### config.mk
export PLATFORM = sky130hd
export DESIGN_NAME = can_bit_timer
export DESIGN_NICKNAME = d
export VERILOG_FILES = /design/src/rtl/can_bt_pkg.sv /design/src/rtl/can_bt_decode.sv /design/src/rtl/can_bt_prescaler.sv /design/src/rtl/can_bit_timer.sv
export SDC_FILE = /design/constraint.sdc
export NUM_CORES = 1
export LEC_CHECK = 0
export ABC_AREA = 1
export BUFFER_PORTS_ARGS = -buffer_cell sky130_fd_sc_hd__buf_4
export CORE_ASPECT_RATIO = 0.6
export CORE_MARGIN = 3
export CORE_UTILIZATION = 57
export CTS_CLUSTER_DIAMETER = 40
export CTS_CLUSTER_SIZE = 25
export DETAILED_ROUTE_END_ITERATION = 8
export PLACE_DENSITY = 0.82
export SETUP_SLACK_MARGIN = 0.05
export SYNTH_ARGS = -nofsm -noshare
export SYNTH_HDL_FRONTEND = slang
export SYNTH_SLANG_ARGS = --single-unit
### constraint.sdc
create_clock -name clk -period 3.29 [get_ports clk]
set_input_delay 0 -clock clk [delete_from_list [all_inputs] [get_ports clk]]
set_output_delay 0 -clock clk [all_outputs]
set_load 0.005 [all_outputs]
### src/rtl/can_bt_pkg.sv
package can_bt_pkg;
    localparam int WORD_W    = 32;
    localparam int BRP_W     = 8;
    localparam int FLD_W     = 3;
    localparam int SJW_FLD_W = 2;
    localparam int SEG_W     = FLD_W + 1;
    localparam int LEN_W     = SEG_W + 1;
    localparam int BRP_LSB   = 16;
    localparam int PH2_LSB   = 8;
    localparam int PH1_LSB   = 5;
    localparam int PROP_LSB  = 2;
    localparam int SJW_LSB   = 0;

    typedef enum logic [1:0] {
        SEG_SYNC = 2'd0,
        SEG_PROP = 2'd1,
        SEG_PH1  = 2'd2,
        SEG_PH2  = 2'd3
    } seg_e;

    typedef struct packed {
        logic [BRP_W-1:0] brp_m1;
        logic [SEG_W-1:0] prop;
        logic [SEG_W-1:0] ph1;
        logic [SEG_W-1:0] ph2;
        logic [SEG_W-1:0] sjw;
    } timing_t;
endpackage

### src/rtl/can_bt_decode.sv
module can_bt_decode
    import can_bt_pkg::*;
(
    input  logic [WORD_W-1:0] word,
    output timing_t           tm
);
    logic [SEG_W-1:0] sjw_raw;
    logic             unused_rsvd;

    assign unused_rsvd = ^{word[WORD_W-1:BRP_LSB+BRP_W], word[BRP_LSB-1:PH2_LSB+FLD_W]};

    always_comb begin
        tm.brp_m1 = word[BRP_LSB +: BRP_W];
        tm.prop   = SEG_W'(word[PROP_LSB +: FLD_W]) + SEG_W'(1);
        tm.ph1    = SEG_W'(word[PH1_LSB +: FLD_W]) + SEG_W'(1);
        tm.ph2    = SEG_W'(word[PH2_LSB +: FLD_W]) + SEG_W'(1);
        sjw_raw   = SEG_W'(word[SJW_LSB +: SJW_FLD_W]) + SEG_W'(1);
        // jump width may never exceed the second phase segment
        tm.sjw    = (sjw_raw > tm.ph2) ? tm.ph2 : sjw_raw;
    end
endmodule

### src/rtl/can_bt_prescaler.sv
module can_bt_prescaler
    import can_bt_pkg::*;
(
    input  logic             clk,
    input  logic             rst_n,
    input  logic             run,
    input  logic             restart,
    input  logic [BRP_W-1:0] brp_m1,
    output logic             end_tq
);
    logic [BRP_W-1:0] pc_d, pc_q;

    assign end_tq = run && (pc_q >= brp_m1);

    always_comb begin
        if (!run || restart || end_tq) begin
            pc_d = '0;
        end else begin
            pc_d = pc_q + BRP_W'(1);
        end
    end

    always_ff @(posedge clk or negedge rst_n) begin
        if (!rst_n) begin
            pc_q <= '0;
        end else begin
            pc_q <= pc_d;
        end
    end
endmodule

### src/rtl/can_bit_timer.sv
module can_bit_timer
    import can_bt_pkg::*;
(
    input  logic              clk,
    input  logic              rst_n,
    input  logic              enable,
    input  logic              fast_sel,
    input  logic              bus_idle,
    input  logic              rx_edge,
    input  logic [WORD_W-1:0] arb_timing,
    input  logic [WORD_W-1:0] data_timing,
    output logic              tq_tick,
    output logic              sample_point,
    output logic              bit_start,
    output logic [1:0]        seg
);
    localparam int NUM_RATES = 2;

    typedef struct packed {
        logic             run;
        seg_e             seg;
        logic [LEN_W-1:0] qc;
        timing_t          act;
        logic [SEG_W-1:0] ext;
        logic [SEG_W-1:0] shr;
        logic             done;
        logic             tick;
        logic             samp;
        logic             bstart;
    } state_t;

    state_t            st_d, st_q;
    timing_t           tm [NUM_RATES];
    logic [WORD_W-1:0] words [NUM_RATES];
    timing_t           cur;
    logic              end_tq, restart, new_bit;
    logic [LEN_W-1:0]  seg_len, elapsed, remain, sjw_l;

    assign words[0] = arb_timing;
    assign words[1] = data_timing;

    for (genvar g = 0; g < NUM_RATES; g++) begin : g_dec
        can_bt_decode u_dec (.word(words[g]), .tm(tm[g]));
    end

    can_bt_prescaler u_pre (
        .clk     (clk),
        .rst_n   (rst_n),
        .run     (st_q.run),
        .restart (restart),
        .brp_m1  (st_q.act.brp_m1),
        .end_tq  (end_tq)
    );

    always_comb begin
        st_d        = st_q;
        st_d.tick   = 1'b0;
        st_d.samp   = 1'b0;
        st_d.bstart = 1'b0;
        new_bit     = 1'b0;
        restart     = 1'b0;
        cur         = fast_sel ? tm[1] : tm[0];

        case (st_q.seg)
            SEG_SYNC: seg_len = LEN_W'(1);
            SEG_PROP: seg_len = LEN_W'(st_q.act.prop);
            SEG_PH1:  seg_len = LEN_W'(st_q.act.ph1) + LEN_W'(st_q.ext);
            default:  seg_len = LEN_W'(st_q.act.ph2) - LEN_W'(st_q.shr);
        endcase
        // quanta since the sync quantum, counting the one in progress
        elapsed = ((st_q.seg == SEG_PH1) ? LEN_W'(st_q.act.prop) : '0) + st_q.qc + LEN_W'(1);
        remain  = LEN_W'(st_q.act.ph2) - st_q.qc;
        sjw_l   = LEN_W'(st_q.act.sjw);

        if (!enable) begin
            st_d = '0;
        end else if (!st_q.run) begin
            st_d.run = 1'b1;
            new_bit  = 1'b1;
        end else begin
            st_d.tick = end_tq;
            if (end_tq) begin
                if (st_q.qc + LEN_W'(1) >= seg_len) begin
                    st_d.qc = '0;
                    case (st_q.seg)
                        SEG_SYNC: st_d.seg = SEG_PROP;
                        SEG_PROP: st_d.seg = SEG_PH1;
                        SEG_PH1: begin
                            st_d.seg  = SEG_PH2;
                            st_d.samp = 1'b1;
                        end
                        default: new_bit = 1'b1;
                    endcase
                end else begin
                    st_d.qc = st_q.qc + LEN_W'(1);
                end
            end
            if (rx_edge) begin
                if (bus_idle) begin
                    new_bit = 1'b1;
                end else if (!st_q.done && (st_q.seg != SEG_SYNC)) begin
                    st_d.done = 1'b1;
                    if (st_q.seg == SEG_PH2) begin
                        if (remain <= sjw_l) begin
                            new_bit = 1'b1;
                        end else begin
                            st_d.shr = st_q.act.sjw;
                        end
                    end else begin
                        st_d.ext = (elapsed < sjw_l) ? SEG_W'(elapsed) : st_q.act.sjw;
                    end
                end
            end
        end

        if (new_bit) begin
            st_d.seg    = SEG_SYNC;
            st_d.qc     = '0;
            st_d.act    = cur;
            st_d.ext    = '0;
            st_d.shr    = '0;
            st_d.done   = 1'b0;
            st_d.samp   = 1'b0;
            st_d.bstart = 1'b1;
            restart     = 1'b1;
        end
    end

    always_ff @(posedge clk or negedge rst_n) begin
        if (!rst_n) begin
            st_q <= '0;
        end else begin
            st_q <= st_d;
        end
    end

    assign tq_tick      = st_q.tick;
    assign sample_point = st_q.samp;
    assign bit_start    = st_q.bstart;
    assign seg          = st_q.seg;
endmodule

# Word-level counts from Yosys, hierarchy flattened
# Index checks and enable logic that the tools add are counted.
# totals
register_bits,52
latch_bits,0
ram_bits,0
word_cells,102
romBits,0
mem_count,0
input_bits,70
# op_classes
magnitude_cmp,6
div,0
n_shift,0
n_addsub,15
bitwise,0
eq_ne,14
muxes,38
n_reduce_logical,14
mul,0
# ops
cell,count
24-bit two-way mux,2
40-bit two-way mux,1
4-bit two-way mux,7
9-bit two-way mux,3
"3-bit by 1-bit adder with 4-bit output, second input constant",6
11-bit two-way mux,2
"3-bit by 1-bit != test with 1-bit output, second input constant",6
8-bit two-way mux,2
5-bit case mux with 3 select lines,1
1-bit two-way mux,14
7-bit two-way mux,2
"5-bit by 1-bit adder with 5-bit output, second input constant",2
"8-bit by 1-bit adder with 8-bit output, second input constant",1
8-bit >= comparator,1
4-bit > comparator,2
4-bit AND reduction,2
"2-bit by 1-bit adder with 3-bit output, second input constant",2
"3-bit != test, second input constant",2
2-bit case mux with 3 select lines,1
6-bit AND reduction,1
4-bit by 4-bit adder with 5-bit output,1
4-bit by 5-bit adder with 5-bit output,1
5-bit >= comparator,1
5-bit by 4-bit less-or-equal comparator with 1-bit output,1
other kinds (18),23

# Longest topological paths before layout
# Gate-level depths: netlist of run 1.
# logic_depth
ltp_word,16
ltp_mapped,22
ltp_nobuf,22

# Hierarchy
# A second synthesis of run 1 with hierarchy kept.
# unflattened
cells_unflattened,584
hier_area_um2,4543.1
# by_module_without_submodules
mod,n_inst,seq_area_each_um2,area_per_inst_um2,cells_per_inst
can_bit_timer,1,1101.1,3274.4,403
can_bt_decode,2,0.0,326.6,52
can_bt_prescaler,1,200.2,615.6,77

# Worst setup path after synthesis of run 1
# No wires, ideal clock.
# synth_timing
path_kind,flip-flop to flip-flop
start,register st_q (netlist bit seg[0])
end,register st_q[8] (netlist bit)
period_less_slack_ps,2927
stages_incl_launch_ff,17
t_required_ps,3158
path_buffers,1
slack_ps,363
setup_ps,132
arrival_time_ps,2794
path_cell_list,dfrtp_1 inv_1 ha_1 clkbuf_1 nand2_1 ha_1 fa_1 inv_1 ha_1 a21oi_1 nor2_1 o21ai_0 nand3_1 a21oi_1 o21ai_0 o21ai_0 nor2_1
# synth_via
elab_chain_cells,14
# synth_lines
item,line_no,text
"start, declared",can_bit_timer.sv:32,"state_t st_d, st_q;"
"start signal, assigned",can_bit_timer.sv:133,st_q <= st_d;
branches (longest 14 deep; another with 4-bit by 5-bit adder with 5-bit output),n/a,
# Several ways; the timed one is not identified. The select of a mux whose other input is x is not followed.
# A chain may end at the register's enable or synchronous reset.

# Worst setup path in the final report of run 1
# layout_timing
start,register st_q[8] (netlist bit)
end,register st_q[24] (netlist bit)
# layout_via
elab_chain_cells,13
# layout_lines
item,line_no,text
4-bit by 4-bit adder with 5-bit output *,can_bit_timer.sv:67,SEG_PH1: seg_len = LEN_W'(st_q.act.ph1) + LEN_W'(st_q.ext);
5-bit case mux with 3 select lines *,can_bit_timer.sv:64,case (st_q.seg)
5-bit >= comparator *,can_bit_timer.sv:83,if (st_q.qc + LEN_W'(1) >= seg_len) begin
1-bit two-way mux *,can_bit_timer.sv:83,
1-bit two-way mux *,can_bit_timer.sv:82,if (end_tq) begin
1-bit two-way mux,can_bit_timer.sv:104,if (remain <= sjw_l) begin
1-bit two-way mux,can_bit_timer.sv:103,if (st_q.seg == SEG_PH2) begin
1-bit two-way mux,can_bit_timer.sv:101,end else if (!st_q.done && (st_q.seg != SEG_SYNC)) begin
1-bit two-way mux,can_bit_timer.sv:99,if (bus_idle) begin
1-bit two-way mux *,can_bit_timer.sv:98,if (rx_edge) begin
1-bit two-way mux *,can_bit_timer.sv:77,end else if (!st_q.run) begin
1-bit two-way mux *,can_bit_timer.sv:75,if (!enable) begin
2-bit by 1-bit != test with 1-bit output (no line) or 40-bit two-way mux (tied branches),n/a,
# Every way passes the cells marked *; elsewhere a longest branch is shown, timed or not.

==> results.txt, run 1 <==
The flow ran to the end, and the final reports show no timing, DRC or antenna violations. The final core utilization came out at 0.730. The most instantiated flip-flop cell in the synthesis netlist is sky130_fd_sc_hd__dfrtp_1. In this run, placement finished with an instance count of around 650. The total non-filler cell area in the finished layout is 4930 um^2. The maximum operating frequency came out at between 300 and 400 MHz. The placed instances occupy a cell area of between 4000 and 5000 um^2. The number of synthesized register bits came out at 52. For the pin with the worst max-slew slack, the measured transition is 661 ps. The synthesis-to-finish area growth came out at 22.1%. For the worst-skew pair, the clock arrives at the later sink with an insertion delay of 300 ps. The global-route wire length before repair came out at 16700 um. In the layout the commonest cells are sky130_fd_sc_hd__nand2_1, sky130_fd_sc_hd__inv_1, sky130_fd_sc_hd__buf_4, sky130_fd_sc_hd__dfrtp_1, sky130_fd_sc_hd__ha_1. The number of nets with antenna violations after detailed routing came out at 0. The iteration-0 DRC count of the detailed router is 286. The post-synthesis average cell area is 7.79 um^2.

The count of flip-flops with a built-in enable after synthesis is 0. The total number of H-tree levels came out at 2. In the synthesized netlist, the number of instances is 519. The largest individual stage delay along the critical path comes from the cell sky130_fd_sc_hd__dfrtp_1. The half-perimeter wire length after placement came out at 7760 um.

The max-cap violation count came out at 0. The leakage power of the design is 2.54 nW. The number of vias in the routed layout came out at 3766. Across every metal layer, demand over resource in global routing totals 0.259. The part of the total power dissipated in sequential elements came out at 0.388.

After floorplanning, the core was divided into 23 placement rows. In this run the standard cell core region covers ~6800 um^2. Clock tree synthesis found a total of 52 sinks. The initial antenna violation count came out at 0.

STA classifies the critical path startpoint as a register. The post-synthesis cell area came out at between 4000 and 5000 um^2. The final wirelength is 10800 um. The headroom to the max-slew limit came out at 0.559. IR analysis of the VDD net gives a maximum drop of between 300 and 400 uV. On the worst path, the slowest cell contributes a delay of 390 ps. The filler-free cell count of the finished design came out at 666. The count of warnings emitted by yosys is 0. The root buffer cell chosen for the clock tree is sky130_fd_sc_hd__clkbuf_16. The worst path required time came out at approximately 3500 ps.

The net count of the mapped netlist came out at ~650. The setup skew after layout is 5.59 ps. The data arrival at the endpoint of the critical path came out at 3380 ps.

Of the total power, combinational logic draws 0.241. The net switching power is around 520 uW. The initial utilization of the core area, before any placement, comes to 0.598. Of the synthesized area, sequential elements account for 0.322. Of all nets on the critical path, the largest fanout is 7. The number of I/O port buffers came out at 48. The die is 71.2 um tall. For this run, asynchronously set or reset flops after synthesis account for 1.00. The share of total power in the clock network is 0.371.

The power density relative to cell area is 365 nW/um^2. The repair_antennas step left the layout with diodes totalling 0. The number of buffers on the longest clock path came out at 2.

Internal power comes to 1.28 mW. The signal on the critical path passes through ha_2, fa_1, nand2_1, nand2_1, o21ai_0, o21ai_1, ha_1, nand2_1, nand2_1, nand2_1, nand3_2, nor2_4, nor2_2, a21oi_4, nand3_4, inv_6, buf_12, clkbuf_16, nand2_1, o21ai_1. The I/O pin count came out at 75. The fraction of power spent switching nets is 0.289. The floorplan step defined a die boundary enclosing 8170 um^2. The setup path with the least slack is of type reg -> reg. Buffers inserted during clock tree synthesis total 5. The clock-pin slew reported for the worst setup and hold paths after clock tree synthesis came out at 70 ps. The fraction of the cycle the final worst path needs is 0.962. The routed via count divided by cell count is 5.65. The distinct cell type count after synthesis came out at 40. The die width is 115 um. The setup check on the worst reg-to-reg path leaves a slack of 130 ps. The count of nets after finishing came out at 709. The cell repeated most along the worst path is sky130_fd_sc_hd__nand2_1. Setup violations remaining at the end of the flow were counted as 0. The maximum number of pins on one net before global-route repair is 53. The TritonCTS clock tree is yes. The count of unresolved DRC violations after routing came out at 0. The worst setup slack after layout came out at roughly 130 ps. The number of fill cells came out at 505. After global routing the overflow that remains totals 0. Before CTS, the worst setup slack after placement is 73.6 ps. STA classifies the critical path endpoint as a register. The number of max-slew violations in the final report was 0. The final period demand of the worst path came out at approximately 3200 ps.

The library cell used most frequently in the layout, excluding fill and tap cells, is sky130_fd_sc_hd__nand2_1. The number of global-route vias before repair is 3469. The hold violation count in the final report came to 0.

The fraction of layout cells with a size suffix above 1 came out at 0.190. The final weighted congestion in routability-driven placement is 0.942. The worst min-delay path category is in -> reg. The per-cell routed wire length came out at ~16 um.

The length of the first detailed-routing pass in iterations is 8.
## power by group through the flow
stage	clock, mW	sequential (mW)	combinational (mW)
2_1_floorplan	0	0.700	0.252
3_5_place_dp	0	0.708	0.387
3_3_place_gp	0	0.707	0.367
4_1_cts	0.677	0.696	0.398
5_1_grt	0.695	0.703	0.486
6_report	0.669	0.699	0.435
## repair_timing
action                                 4_1_cts  5_1_grt
setup endpoints to repair                   15       48
hold buffers                                 3        0
setup buffers                                1        6
endpoints found under the hold margin       55        0
resized for setup                            3       30
pin swaps                                    1        8
gates cloned                                 0        1
## kinds of logic after synthesis
group / synth area share
xor gates and xnor gates: 0.0347
muxes: 0.00495
AOI/OAI and AO/OA: 0.117
and+or+nand+nor: 0.241
adders and majority gates: 0.193
buffers and inverters: 0.0870
DFF: 0.322
## path summary, 6_finish.rpt
check | end | startpoint | cells past startpoint
hold / removal | st_q[34]$_DFFE_PN0P_ | arb_timing[22] | 5
min in group asynchronous | st_q[38]$_DFFE_PN0P_ | rst_n | 2
hold reg to reg | st_q[23]$_DFFE_PN0P_ | st_q[23]$_DFFE_PN0P_ | 2
setup / recovery | st_q[24]$_DFFE_PN0P_ | st_q[8]$_DFFE_PN0P_ | 20
setup reg to reg | st_q[24]$_DFFE_PN0P_ | st_q[8]$_DFFE_PN0P_ | 20
max in group asynchronous | st_q[5]$_DFFE_PN0P_ | rst_n | 2
## registers in the layout, summed over array words and instances, names as in the netlist
name          flops
st_q             35
u_pre.pc_q        8
sjw_l             4
seg               2
bit_start         1
sample_point      1
tq_tick           1
## layout make-up
| cell class | instances | area (um^2) | area share |
|---|---|---|---|
| multi-input combinational | 381 | 2510 | 0.510 |
| sequential | 52 | 1300 | 0.264 |
| timing repair buffer | 64 | 531 | 0.108 |
| inverter | 75 | 292 | 0.0591 |
| clock buffer | 5 | 125 | 0.0254 |
| tap | 87 | 109 | 0.0221 |
| clock inverter | 2 | 60.1 | 0.0122 |
## per-layer routing
| layer | track usage | vias to the layer above | part of all wire |
|---|---|---|---|
| li1 | - | 1813 | - |
| met1 | 0.393 | 1774 | 0.46 |
| met2 | 0.387 | 154 | 0.45 |
| met3 | 0.0481 | 25 | 0.072 |
| met4 | 0.0573 | 0 | 0.016 |
| met5 | 0 | - | 0 |
## synthesized netlist by cell type, types with 3 or more instances
master,number,area (um^2)
sky130_fd_sc_hd__xor2_1,13,114
sky130_fd_sc_hd__nor2_1,28,105
sky130_fd_sc_hd__nand2_1,143,537
sky130_fd_sc_hd__o211ai_1,5,37.5
sky130_fd_sc_hd__clkbuf_1,6,22.5
sky130_fd_sc_hd__inv_1,72,270
sky130_fd_sc_hd__nand4_1,8,50.1
sky130_fd_sc_hd__a21oi_1,21,105
sky130_fd_sc_hd__fa_1,4,80.1
sky130_fd_sc_hd__dfrtp_1,52,1300
sky130_fd_sc_hd__xnor2_1,3,26.3
sky130_fd_sc_hd__buf_4,3,22.5
sky130_fd_sc_hd__or2_2,3,18.8
sky130_fd_sc_hd__o21ai_1,17,85.1
sky130_fd_sc_hd__ha_1,56,701
sky130_fd_sc_hd__o21ai_0,29,145
sky130_fd_sc_hd__nand3_1,23,115
sky130_fd_sc_hd__nor3_2,4,40.0
## through the flow
step	hold WS (ps)	TNS [ps]	total power, mW
finish	8.79	0	1.80
global route	28.3	-679	1.88
CTS	6.06	0	1.77
detailed placement	77.3	0	1.09
global placement	64.8	0	1.07
floorplan	-296	0	0.952
## critical path: cells and delay by family (launching register included)
family,cells,cell delay [ps]
flip-flops,1,390
AO/OA/AOI/OAI,4,550
AND/OR/NAND/NOR,10,860
buffers and inverters,3,340
adder cells (fa/ha/maj),3,930
No activity file was read; power rests on OpenSTA's default activity.
==> run 2, diff against run 1 <==
--- a/config.mk
+++ b/config.mk
@@ -8,5 +8,5 @@
 export ABC_AREA = 1
 export BUFFER_PORTS_ARGS = -buffer_cell sky130_fd_sc_hd__buf_4
-export CORE_ASPECT_RATIO = 0.6
+export CORE_ASPECT_RATIO = 1.4
 export CORE_MARGIN = 3
 export CORE_UTILIZATION = 57
==> constraint.sdc (replaced) <==
create_clock -name clk -period 3.29 [get_ports clk]
set_input_delay 0.4935 -clock clk [delete_from_list [all_inputs] [get_ports clk]]
set_output_delay 0.4935 -clock clk [all_outputs]
set_load 0.005 [all_outputs]
==> results.txt, run 2 (synthesis gave the netlist of run 1 again) <==
The standard cell core area is 6740 um^2 (-0.28%). The maximum operating frequency is 316 MHz (about the same). The initial standard-cell utilization of the core is 0.599 (+0.00166).

The cell count of the worst reg-to-reg path came out at 18 (-10%). The number of I/O port buffers is 48 (unchanged). The number of nets with antenna violations after detailed routing is 0 (unchanged). The number of vias in the routed layout was 3559 (-5.5%). The count of unresolved DRC violations after routing is 0 (unchanged). The max-cap violation count came out at 0 (unchanged). The placed cell count came out at 655 (+1.1%). The maximum fanout count along the critical path came out at 5 (-2). The length of the first detailed-routing pass in iterations was 5 (-3). STA classifies the critical path endpoint as a register. The share of total power in the clock network is 0.264 (-0.107). The depth of the critical timing path with buffers and inverters included came out at 18 (-10%).

The routed via count divided by cell count was 5.34 (-5.5%). The share of total power in combinational logic came out at 0.268 (+0.027). The count of nets after finishing is 703 (-0.85%). The global-route wire length before repair is 15800 um (-5.7%). The number of flip-flops in the largest register came out at 35 (unchanged). The data arrival at the endpoint of the critical path came out at 3400 ps (+20 ps).

The number of buffers on the longest clock path was 2 (unchanged). The final core utilization was 0.698 (-0.0316). The final wirelength came out at 9440 um (-13%).

The worst setup path category is reg -> reg. The cell sitting at the root of the clock tree is a sky130_fd_sc_hd__clkbuf_8. The I/O pin count is 75 (unchanged). The die width is 77.2 um (-33%).

The total non-filler cell area in the finished layout is 4710 um^2 (-4.6%). The maximum number of pins on one net before global-route repair came to 53 (unchanged). The number of antenna cells inserted is 0 (unchanged).

The cell area reported after detailed placement came out at 4510 um^2 (+0.47%). The clock-pin slew reported for the worst setup and hold paths after clock tree synthesis came out at 100 ps (+30 ps). The setup slack at placement was 38.1 ps (-35.5 ps). The startpoint identified for the worst register-to-register timing path is st_q[4]$_DFFE_PN0P_. The buffer and inverter count on the worst path was 2 (-1). The half-perimeter wire length after placement is 7330 um (-5.5%).

The top cell types in the final layout, fill and taps aside, are sky130_fd_sc_hd__nand2_1, sky130_fd_sc_hd__inv_1, sky130_fd_sc_hd__buf_4, sky130_fd_sc_hd__ha_1, sky130_fd_sc_hd__dfrtp_1. The row count came to 35 (+52%). The fraction of layout cells with a size suffix above 1 was 0.166 (-0.0245). The worst path required time was 3530 ps (+20 ps). The worst stage delay on the critical path came out at 420 ps (+30 ps). The final period demand of the worst path came out at 3160 ps (-1.54 ps). The filler-free cell count of the finished design came out at 666 (unchanged). The largest register by flop count is st_q. The setup skew after layout was 15.6 ps (+10.0 ps).

The number of global-route vias before repair came out at 3567 (+2.8%). The commonest non-fill, non-tap cell in the layout is sky130_fd_sc_hd__nand2_1. The overall fraction of global-route tracks in use came out at 0.238 (-0.0205). The fraction of the cycle the final worst path needs is 0.961 (about the same). The worst hold path belongs to the class in -> async. The net switching power is 478 uW (-8.3%). The final worst hold slack was 195 ps (+186 ps). The final-report setup violation count came out at 0 (unchanged). The power density relative to cell area is 315 nW/um^2 (-14%). The headroom to the max-slew limit came out at 0.559 (-0.000715). The per-cell routed wire length came out at 14.2 um (-13%). The run finished with clean final reports. The overall die height is 106 um (+48%). The total number of H-tree levels is 2 (unchanged). The clock sink count came out at 52 (unchanged).

The number of CTS-inserted buffers is 5 (unchanged). The slowest library cell on the worst path is sky130_fd_sc_hd__fa_1. The measured slew at the worst slew-check pin came to 662 ps (+1.07 ps). The worst setup slack after layout is 127 ps (+1.54 ps).

The hold violation count in the final report came out at 0 (unchanged). The cell repeated most along the worst path is sky130_fd_sc_hd__nand2_1. The fraction of power spent switching nets came out at 0.323 (+0.0333).

The final weighted congestion in routability-driven placement is 0.908 (-3.6%). The die outline area was 8150 um^2 (-0.23%). The synthesis-to-finish area growth is 16.5%. Tracing the worst setup path back leads to its startpoint at st_q[4]$_DFFE_PN0P_.

Traced cell by cell, the critical path runs through ha_1, fa_1, xor2_1, nand2_1, o21ai_1, ha_1, nand2_1, nand2_1, nand2_1, nand3_2, nor2_4, nor2_2, a21oi_4, nand3_4, inv_6, buf_4, nand4_1, o21ai_1. The internal cell power came to 1.00 mW (-22%). The number of max-slew violations in the final report came out at 0 (unchanged). The part of the total power dissipated in sequential elements came out at 0.468 (+0.080). The worst supply voltage drop on vdd is 226 uV (-41%). The initial antenna violation count is 0 (unchanged). STA classifies the critical path startpoint as a register. The leakage power of the design was 2.45 nW (-3.3%). The family of cells with the greatest summed delay on the critical path is adder cells. The final global-route overflow total is 0 (unchanged). The clock latency at the later pin of the worst-skew pair is 320 ps (+20 ps).

The iteration-0 DRC count of the detailed router is 183 (-36%). The TritonCTS clock tree is yes.
## run 2: timing repair
| item | in CTS | in global routing |
|---|---|---|
| setup buffers | 1 | 2 |
| pin swaps | 1 | 4 |
| hold buffers | 0 | 0 |
| gates resized for setup | 2 | 16 |
| setup endpoints to repair | 10 | 47 |
## run 2: worst reg2reg max path: stages (launching register included)
cell                      delay (ps)
sky130_fd_sc_hd__dfrtp_1         390
sky130_fd_sc_hd__ha_1            240
sky130_fd_sc_hd__fa_1            420
sky130_fd_sc_hd__xor2_1          200
sky130_fd_sc_hd__nand2_1          80
sky130_fd_sc_hd__o21ai_1         120
sky130_fd_sc_hd__ha_1            290
sky130_fd_sc_hd__nand2_1          80
sky130_fd_sc_hd__nand2_1          50
sky130_fd_sc_hd__nand2_1          90
sky130_fd_sc_hd__nand3_2         120
sky130_fd_sc_hd__nor2_4          130
sky130_fd_sc_hd__nor2_2           60
sky130_fd_sc_hd__a21oi_4         190
sky130_fd_sc_hd__nand3_4         150
sky130_fd_sc_hd__inv_6           110
sky130_fd_sc_hd__buf_4           120
sky130_fd_sc_hd__nand4_1          90
sky130_fd_sc_hd__o21ai_1         140
## run 2: layout make-up
type                    count  area, um^2
clock buffers               7        86.3
clock inverters             1        7.51
multi-input cells         381        2460
flip-flops and latches     52        1300
well taps                  92         115
inverters                  75         292
repair buffers             58         448
fillers                   563        2040
## run 2: routing by layer
metal  GRT usage  vias up  share of wire
li1            -     1802              -
met1       0.271     1624           0.40
met2       0.445      109           0.53
met3      0.0265       24          0.044
met4      0.0992        0          0.030
met5           0        -              0
## run 2: metrics by stage
step / TNS (ps) / power, mW
2_1_floorplan: 0 / 0.952
3_3_place_gp: 0 / 1.07
3_5_place_dp: 0 / 1.09
4_1_cts: 0 / 1.47
5_1_grt: -25.0 / 1.57
6_report: 0 / 1.48
## run 2: path summary, 6_finish.rpt
kind                                           endpoint  slack [ps]
worst max-delay path               st_q[39]$_DFFE_PN0P_         130
worst min-delay path            u_pre.pc_q[2]$_DFF_PN0_         190
worst max register to register     st_q[39]$_DFFE_PN0P_         130
worst min register to register  u_pre.pc_q[0]$_DFF_PN0_         490
max in group asynchronous          sjw_l[0]$_DFFE_PN0P_        2640
min in group clk                     st_q[43]$_DFF_PN0_         350
## run 2: power by group through the flow
stage | logic (mW) | registers [mW] | clock network (mW)
after CTS | 0.388 | 0.693 | 0.393
after global placement | 0.368 | 0.704 | 0
after detailed placement | 0.384 | 0.705 | 0
after global routing | 0.449 | 0.698 | 0.420
after floorplan | 0.252 | 0.700 | 0
final | 0.397 | 0.694 | 0.391
